**src/rtl/ism_pkg.sv**
```systemverilog
package ism_pkg;

    // Register select codes on the addr port
    localparam int SEL_W = 2;

    typedef enum logic [SEL_W-1:0] {
        SEL_MASK_SET = 2'd0,
        SEL_MASK_CLR = 2'd1,
        SEL_MASK_RD  = 2'd2,
        SEL_STATUS   = 2'd3
    } reg_sel_e;

    // Source bit positions, shared by all four registers
    localparam int SRC_RX_TRIG   = 0;
    localparam int SRC_RX_EMPTY  = 1;
    localparam int SRC_RX_FULL   = 2;
    localparam int SRC_TX_EMPTY  = 3;
    localparam int SRC_TX_FULL   = 4;
    localparam int SRC_OVERRUN   = 5;
    localparam int SRC_FRAMING   = 6;
    localparam int SRC_PARITY    = 7;
    localparam int SRC_RX_TMO    = 8;
    localparam int SRC_MODEM_CHG = 9;
    localparam int NUM_SOURCES   = 10;

endpackage

```
**src/rtl/ism_mask_reg.sv**
```systemverilog
module ism_mask_reg #(
    parameter int N = 10
) (
    input  logic         clk,
    input  logic         rst_n,
    input  logic         set_stb,
    input  logic         clr_stb,
    input  logic [N-1:0] bits,
    output logic [N-1:0] mask_o
);

    typedef struct packed {
        logic [N-1:0] mask;
    } mask_state_t;

    mask_state_t st_d, st_q;

    always_comb begin
        st_d = st_q;
        if (set_stb) begin
            st_d.mask = st_q.mask | bits;
        end else if (clr_stb) begin
            st_d.mask = st_q.mask & ~bits;
        end
    end

    always_ff @(posedge clk or negedge rst_n) begin
        if (!rst_n) begin
            st_q <= '0;
        end else begin
            st_q <= st_d;
        end
    end

    assign mask_o = st_q.mask;

endmodule

```
**src/rtl/ism_status_reg.sv**
```systemverilog
module ism_status_reg #(
    parameter int N = 10
) (
    input  logic         clk,
    input  logic         rst_n,
    input  logic [N-1:0] evt,
    input  logic [N-1:0] mask,
    input  logic         clr_stb,
    input  logic [N-1:0] clr_bits,
    output logic [N-1:0] status_o,
    output logic         irq_o
);

    typedef struct packed {
        logic [N-1:0] stat;
        logic         irq;
    } stat_state_t;

    stat_state_t  st_d, st_q;
    logic [N-1:0] hit;
    logic [N-1:0] kill;

    // Per-source qualification and clear decode
    for (genvar i = 0; i < N; i++) begin : g_src
        assign hit[i]  = evt[i] & mask[i];
        assign kill[i] = clr_stb & clr_bits[i];
    end

    always_comb begin
        st_d      = st_q;
        // Clear first, then OR in new hits so a same-cycle event wins
        st_d.stat = (st_q.stat & ~kill) | hit;
        st_d.irq  = |st_d.stat;
    end

    always_ff @(posedge clk or negedge rst_n) begin
        if (!rst_n) begin
            st_q <= '0;
        end else begin
            st_q <= st_d;
        end
    end

    assign status_o = st_q.stat;
    assign irq_o    = st_q.irq;

endmodule

```
**src/rtl/ism_read_mux.sv**
```systemverilog
module ism_read_mux
    import ism_pkg::*;
#(
    parameter int N  = 10,
    parameter int DW = 32
) (
    input  logic [SEL_W-1:0] sel,
    input  logic [N-1:0]     mask,
    input  logic [N-1:0]     status,
    output logic [DW-1:0]    rdata
);

    always_comb begin
        rdata = '0;
        case (reg_sel_e'(sel))
            SEL_MASK_RD: rdata[N-1:0] = mask;
            SEL_STATUS:  rdata[N-1:0] = status;
            default:     rdata = '0;
        endcase
    end

endmodule

```
**src/rtl/ism_ctrl.sv**
```systemverilog
module ism_ctrl
    import ism_pkg::*;
#(
    parameter int N_SRC  = NUM_SOURCES,
    parameter int DATA_W = 32
) (
    input  logic              clk,
    input  logic              rst_n,
    input  logic              wr_en,
    input  logic [SEL_W-1:0]  addr,
    input  logic [DATA_W-1:0] wdata,
    output logic [DATA_W-1:0] rdata,
    input  logic [N_SRC-1:0]  evt,
    output logic              irq
);

    localparam int HI_W = DATA_W - N_SRC;

    logic [N_SRC-1:0] wr_bits;
    logic             set_stb;
    logic             clr_stb;
    logic             stat_clr_stb;
    logic [N_SRC-1:0] mask_q;
    logic [N_SRC-1:0] status_q;

    assign wr_bits      = wdata[N_SRC-1:0];
    assign set_stb      = wr_en && (reg_sel_e'(addr) == SEL_MASK_SET);
    assign clr_stb      = wr_en && (reg_sel_e'(addr) == SEL_MASK_CLR);
    assign stat_clr_stb = wr_en && (reg_sel_e'(addr) == SEL_STATUS);

    // Upper write bits carry no meaning
    if (HI_W > 0) begin : g_hi
        logic unused_wdata_hi;
        assign unused_wdata_hi = ^wdata[DATA_W-1:N_SRC];
    end

    ism_mask_reg #(.N(N_SRC)) u_mask (
        .clk     (clk),
        .rst_n   (rst_n),
        .set_stb (set_stb),
        .clr_stb (clr_stb),
        .bits    (wr_bits),
        .mask_o  (mask_q)
    );

    ism_status_reg #(.N(N_SRC)) u_status (
        .clk      (clk),
        .rst_n    (rst_n),
        .evt      (evt),
        .mask     (mask_q),
        .clr_stb  (stat_clr_stb),
        .clr_bits (wr_bits),
        .status_o (status_q),
        .irq_o    (irq)
    );

    ism_read_mux #(.N(N_SRC), .DW(DATA_W)) u_rd (
        .sel    (addr),
        .mask   (mask_q),
        .status (status_q),
        .rdata  (rdata)
    );

endmodule

```
**config.mk**
```make
export PLATFORM = sky130hd
export DESIGN_NAME = ism_ctrl
export DESIGN_NICKNAME = d
export VERILOG_FILES = /design/src/rtl/ism_pkg.sv /design/src/rtl/ism_mask_reg.sv /design/src/rtl/ism_status_reg.sv /design/src/rtl/ism_read_mux.sv /design/src/rtl/ism_ctrl.sv
export SDC_FILE = /design/constraint.sdc
export NUM_CORES = 1
export LEC_CHECK = 0
export ABC_AREA = 1
export CAP_MARGIN = 20
export CORE_ASPECT_RATIO = 0.9
export CORE_MARGIN = 2
export CORE_UTILIZATION = 32
export CTS_CLUSTER_SIZE = 28
export DETAILED_ROUTE_END_ITERATION = 10
export PLACE_DENSITY = 0.76
export SYNTH_ARGS = -nofsm -noshare
export SYNTH_HDL_FRONTEND = slang
export SYNTH_SLANG_ARGS = --single-unit
```
**constraint.sdc**
```tcl
create_clock -name clk -period 1 [get_ports clk]
set_input_delay 0.2 -clock clk [delete_from_list [all_inputs] [get_ports clk]]
set_output_delay 0.2 -clock clk [all_outputs]
set_load 0.1 [all_outputs]
```
# ---- Word level (Yosys, flattened, before mapping)
# Index checks and enable logic that the tools add are counted.
dict set report classes {
  n_eq_ne 3
  n_mux 3
  bitwise_logic 26
  n_reduce_logical 6
}
# operator n
set ops {}
lappend ops {{$and A1 B1 Y1} 20}
lappend ops {{$and A10 B10 Y10} 2}
lappend ops {{$mux W10} 2}
lappend ops {{$not A10 Y10} 2}
lappend ops {{$or A10 B10 Y10} 2}
lappend ops {{$pmux W10 S2} 1}
lappend ops {{$reduce_or A10 Y1} 1}
lappend ops {{$eq A2 B2 Y1 const B} 2}
lappend ops {{$logic_and A1 B1 Y1} 3}
lappend ops {{$eq A2 B1 Y1 const B} 1}
lappend ops {{$logic_not A2 Y1} 1}
lappend ops {{$reduce_bool A2 Y1} 1}
dict set report word_totals {
  register_bits 21
  inputBits 47
  output_inout_bits 33
  word_cells 41
}

# ---- Logic depth before layout (Yosys ltp)
dict set report logic_depth {
  ltp_word 7
  ltp_mapped 9
  ltp_nobuf 9
}

# ---- Modules after synthesis
# A second synthesis with hierarchy kept.
dict set report hier_totals {
  hier_cells 184
  hier_area_um2 1323.8
}
# module instances cells_per_inst area_each_um2 seq_area_each_um2
set modules_own_cells {}
lappend modules_own_cells {ism_status_reg 1 69 538.0 275.3}
lappend modules_own_cells {ism_mask_reg 1 52 419.2 250.2}
lappend modules_own_cells {ism_read_mux 1 57 344.1 0.0}
lappend modules_own_cells {ism_ctrl 1 6 22.5 0.0}

# ---- Worst setup path after synthesis
# OpenSTA, ideal clock, no wires.
dict set report synth_path {
  kind {in2out}
  start {in addr[0]}
  end {out rdata[0]}
  arrival_time_ns 1.263
  required_ns 0.800
  path_slack_ns -0.463
  path_stages 4
  path_buffers 1
  path_cell_list {inv_1 > clkbuf_1 > nand3_1 > nand2_1}
}
dict set report synth_via {
  elab_chain_len 2
  word_cells_on_any_way 3
  cone_classes {eq/ne (2); mux (1)}
}
# element line_no
set synth_lines {}
lappend synth_lines {{from (decl)} ism_ctrl.sv:10} ;# input logic [SEL_W-1:0] addr,
lappend synth_lines {{$eq A2 B2 Y1} ism_read_mux.sv:15} ;# case (reg_sel_e'(sel))
lappend synth_lines {{$pmux W10 S2 *} ism_read_mux.sv:15}
lappend synth_lines {{to (decl)} ism_ctrl.sv:12} ;# output logic [DATA_W-1:0] rdata,
# Mark *: on every way between the ends. The rest lies on a longest branch, timed or not.

==> flow_summary_export.csv <==
group,metric,value,unit
power,p_leak,1.00,nW
yosys,synthesis.area,1210,µm²
global_route,grt_pass1_wl,5.43,mm
clock_tree,clkSlewWorstSetupHoldPaths,0.08,ns
yosys,syn_inst,162,
routing,wl_met3,169,µm
routing,met1_length,1.30,mm
routing,dr_total_vias,1176,
routing,top_layer,"met4",
routing,totalWireLength,3.27,mm
timing,fin_crit_sh,1.21,
setup_path,crit_arrival,1.01,ns
die,dieArea,4310,µm²
clock_tree,cts_sinks,21,
layout,syn_to_final_growth,76.1,%
clock_tree,cts_tree,"yes",
yosys,postSynthAreaPerCell,7.50,µm²
setup_path,path_buf_inv,1,
die,core,3680,µm²
global_route,grt_start_max_net_pins,22,
setup_path,path_cells,"nand3_2 -> nand2_4 -> buf_12",
die,start_util,0.330,
timing,rsz0062_at_grt,"true",
timing,holdWs,0.282,ns
routing,drt-initial-drc-count,23,
min_path,hp-class,"primary input to async pin",
routing,avgViaCountPerCell,4.34,
setup_path,critPathLaunchType,"register",
clock_tree,root_buffer,"clkbuf_8",
clock_tree,clk_latency,0.26,ns
timing,post-route-min-period,1.21,ns
setup_path,slowest_stage,"dfrtp_1",
yosys,yosys_warnings,0,
global_route,track_usage,0.169,
die,fp-row-count,21,
yosys,synth.yosys.seq_area_share,0.433,
routing,final_antenna_net_count,0,
placed_design,place_hpwl,2.17,mm
die,boundaryPins,80,
setup_path,cp.required,0.80,ns
timing,finalHoldViolCount,0,
outcome,violations,"setup timing",
timing,drv_slew,0,
setup_path,critPathMaxFanout,2,
setup_path,cpLargestDelayFamily,"flip-flops",
layout,finalNetCount,273,
placed_design,placement.io_buffers,35,
global_route,antenna_found_initial,0,
die,die_h,62.5,µm
placed_design,gp_congestion,0.766,
routing,drc,0,
clock_tree,cts_buffer_depth,2,
routing,drtPass1Iterations,4,
routing,wl_per_cell,12.1,µm
timing,max_freq,826,MHz
outcome,outcome,"finished with violations",
power,p_per_area,1660,nW/µm²
clock_tree,cts_max_level,1,
layout,n_antenna_cell,0,
layout,drive_gt1_frac,0.418,
global_route,grt_pass1_vias,1220,
yosys,yosys.cell_types.count,15,
yosys,ys_ff_latch,21,
timing,fin_skew,0.00255,ns
setup_path,end_kind,"primary output",
timing,finalSetupViolations,13,
flow_run,cap_violations,0,
power,power.total,3.55,mW
timing,layout_setup_ws,-0.210,ns
clock_tree,cts_buffers,3,
layout,fillers,318,
die,die_w,69.0,µm
setup_path,crit_type,"register to primary output",
setup_path,critPathMaxStageDelay,0.39,ns
power,ir_drop,562,µV
global_route,grt_overflow,0,
routing,wl_met2,1.74,mm
==> metal layers <==
layer | track usage | vias up
met1 | 0.209 | 543
met2 | 0.298 | 34
li1 | - | 593
met5 | 0 | -
met4 | 0.0588 | 0
met3 | 0.0180 | 6
==> cells in the mapped netlist <==
master | n | area (µm²)
nand2_1 | 50 | 188
buf_4 | 22 | 165
dfrtp_1 | 21 | 526
o21ai_0 | 20 | 100
inv_1 | 19 | 71.3
nand3_1 | 10 | 50.1
a21boi_1 | 5 | 37.5
nor2_1 | 5 | 18.8
nand4_1 | 3 | 18.8
clkbuf_1 | 2 | 7.51
a22oi_1 | 1 | 7.51
clkinv_1 | 1 | 3.75
conb_1 | 1 | 3.75
nand2_2 | 1 | 6.26
nor2_4 | 1 | 11.3
==> report_power, final <==
group          internal (mW)  switching (mW)  leakage (nW)
clock                  0.277           0.276        0.0255
combinational          0.685            1.18         0.740
sequential             0.999           0.135         0.236
total                   1.96            1.59          1.00
==> per-stage QoR <==
| stage | setup TNS [ns] | setup WS [ns] | cells | instance area (µm²) | util |
|---|---|---|---|---|---|
| 2_1_floorplan | -0.0685 | -0.00685 | 183 | 1370 | - |
| 4_1_cts | -2.00 | -0.191 | 272 | 2110 | 0.574 |
| 5_1_grt | -3.74 | -0.252 | 271 | 2140 | 0.582 |
| 3_3_place_gp | -15.85 | -0.618 | 249 | 1800 | 0.488 |
| 6_report | -2.05 | -0.210 | 271 | 2140 | 0.582 |
| 3_5_place_dp | -16.78 | -0.647 | 249 | 1800 | 0.488 |
==> final cells by class <==
| cell class | instances | area, µm² | share of cell area |
|---|---|---|---|
| Clock buffer | 3 | 41.3 | 0.0193 |
| Timing Repair Buffer | 62 | 688 | 0.322 |
| Tap cell | 46 | 57.6 | 0.0269 |
| Multi-Input combinational cell | 118 | 742 | 0.347 |
| Clock inverter | 1 | 5.00 | 0.00234 |
| Sequential cell | 21 | 527 | 0.246 |
| Inverter | 20 | 78.8 | 0.0368 |
==> repair_timing <==
| item | in CTS | in global routing |
|---|---|---|
| cloned | 1 | 0 |
| hold buffers | 0 | 0 |
| resized for setup | 48 | 12 |
| setup buffers | 18 | 0 |
| setup endpoints to repair | 31 | 25 |
| pin swaps | 10 | 9 |
==> cell families after synthesis <==
kind of cell / synth area share
AND/OR/NAND/NOR: 0.241
buffers and inverters: 0.204
AO/OA/AOI/OAI: 0.119
flip-flops: 0.433
other: 0.00309
==> cell usage in the layout, fill, tap and decap left out, types with 5 or more instances in the layout <==
cell type | Yosys | layout
nand2_4 | 0 | 15
buf_4 | 22 | 19
nand3_2 | 0 | 10
nand2_1 | 50 | 25
nand2_2 | 1 | 11
o21ai_0 | 20 | 20
buf_12 | 0 | 12
dfrtp_1 | 21 | 20
clkdlybuf4s50_1 | 0 | 21
buf_6 | 0 | 5
inv_1 | 19 | 15
conb_1 | 1 | 22
==> final timing paths <==
| check | startpoint | to | depth (start not counted) | slack [ns] |
|---|---|---|---|---|
| setup / recovery | register | rdata[2] | 3 | -0.21 |
| max in group asynchronous | rst_n | u_status.irq_o$_DFF_PN0_ | 2 | 0.57 |
| hold / removal | rst_n | async pin | 2 | 0.28 |
| setup reg to reg | register | u_status.irq_o$_DFF_PN0_ | 6 | -0.14 |
| hold reg to reg | u_status.status_o[8]$_DFF_PN0_ | u_status.status_o[8]$_DFF_PN0_ | 2 | 0.53 |
| min in group clk | addr[0] | u_status.status_o[4]$_DFF_PN0_ | 5 | 0.46 |
==> worst register-to-register path: cells and delay by family (launching register included) <==
family                 cells  cell delay, ns
AOI/OAI and AO/OA          1            0.18
buffers and inverters      1            0.13
DFF                        1            0.41
and+or+nand+nor            4            0.31
(Power assumes the default switching activity.)
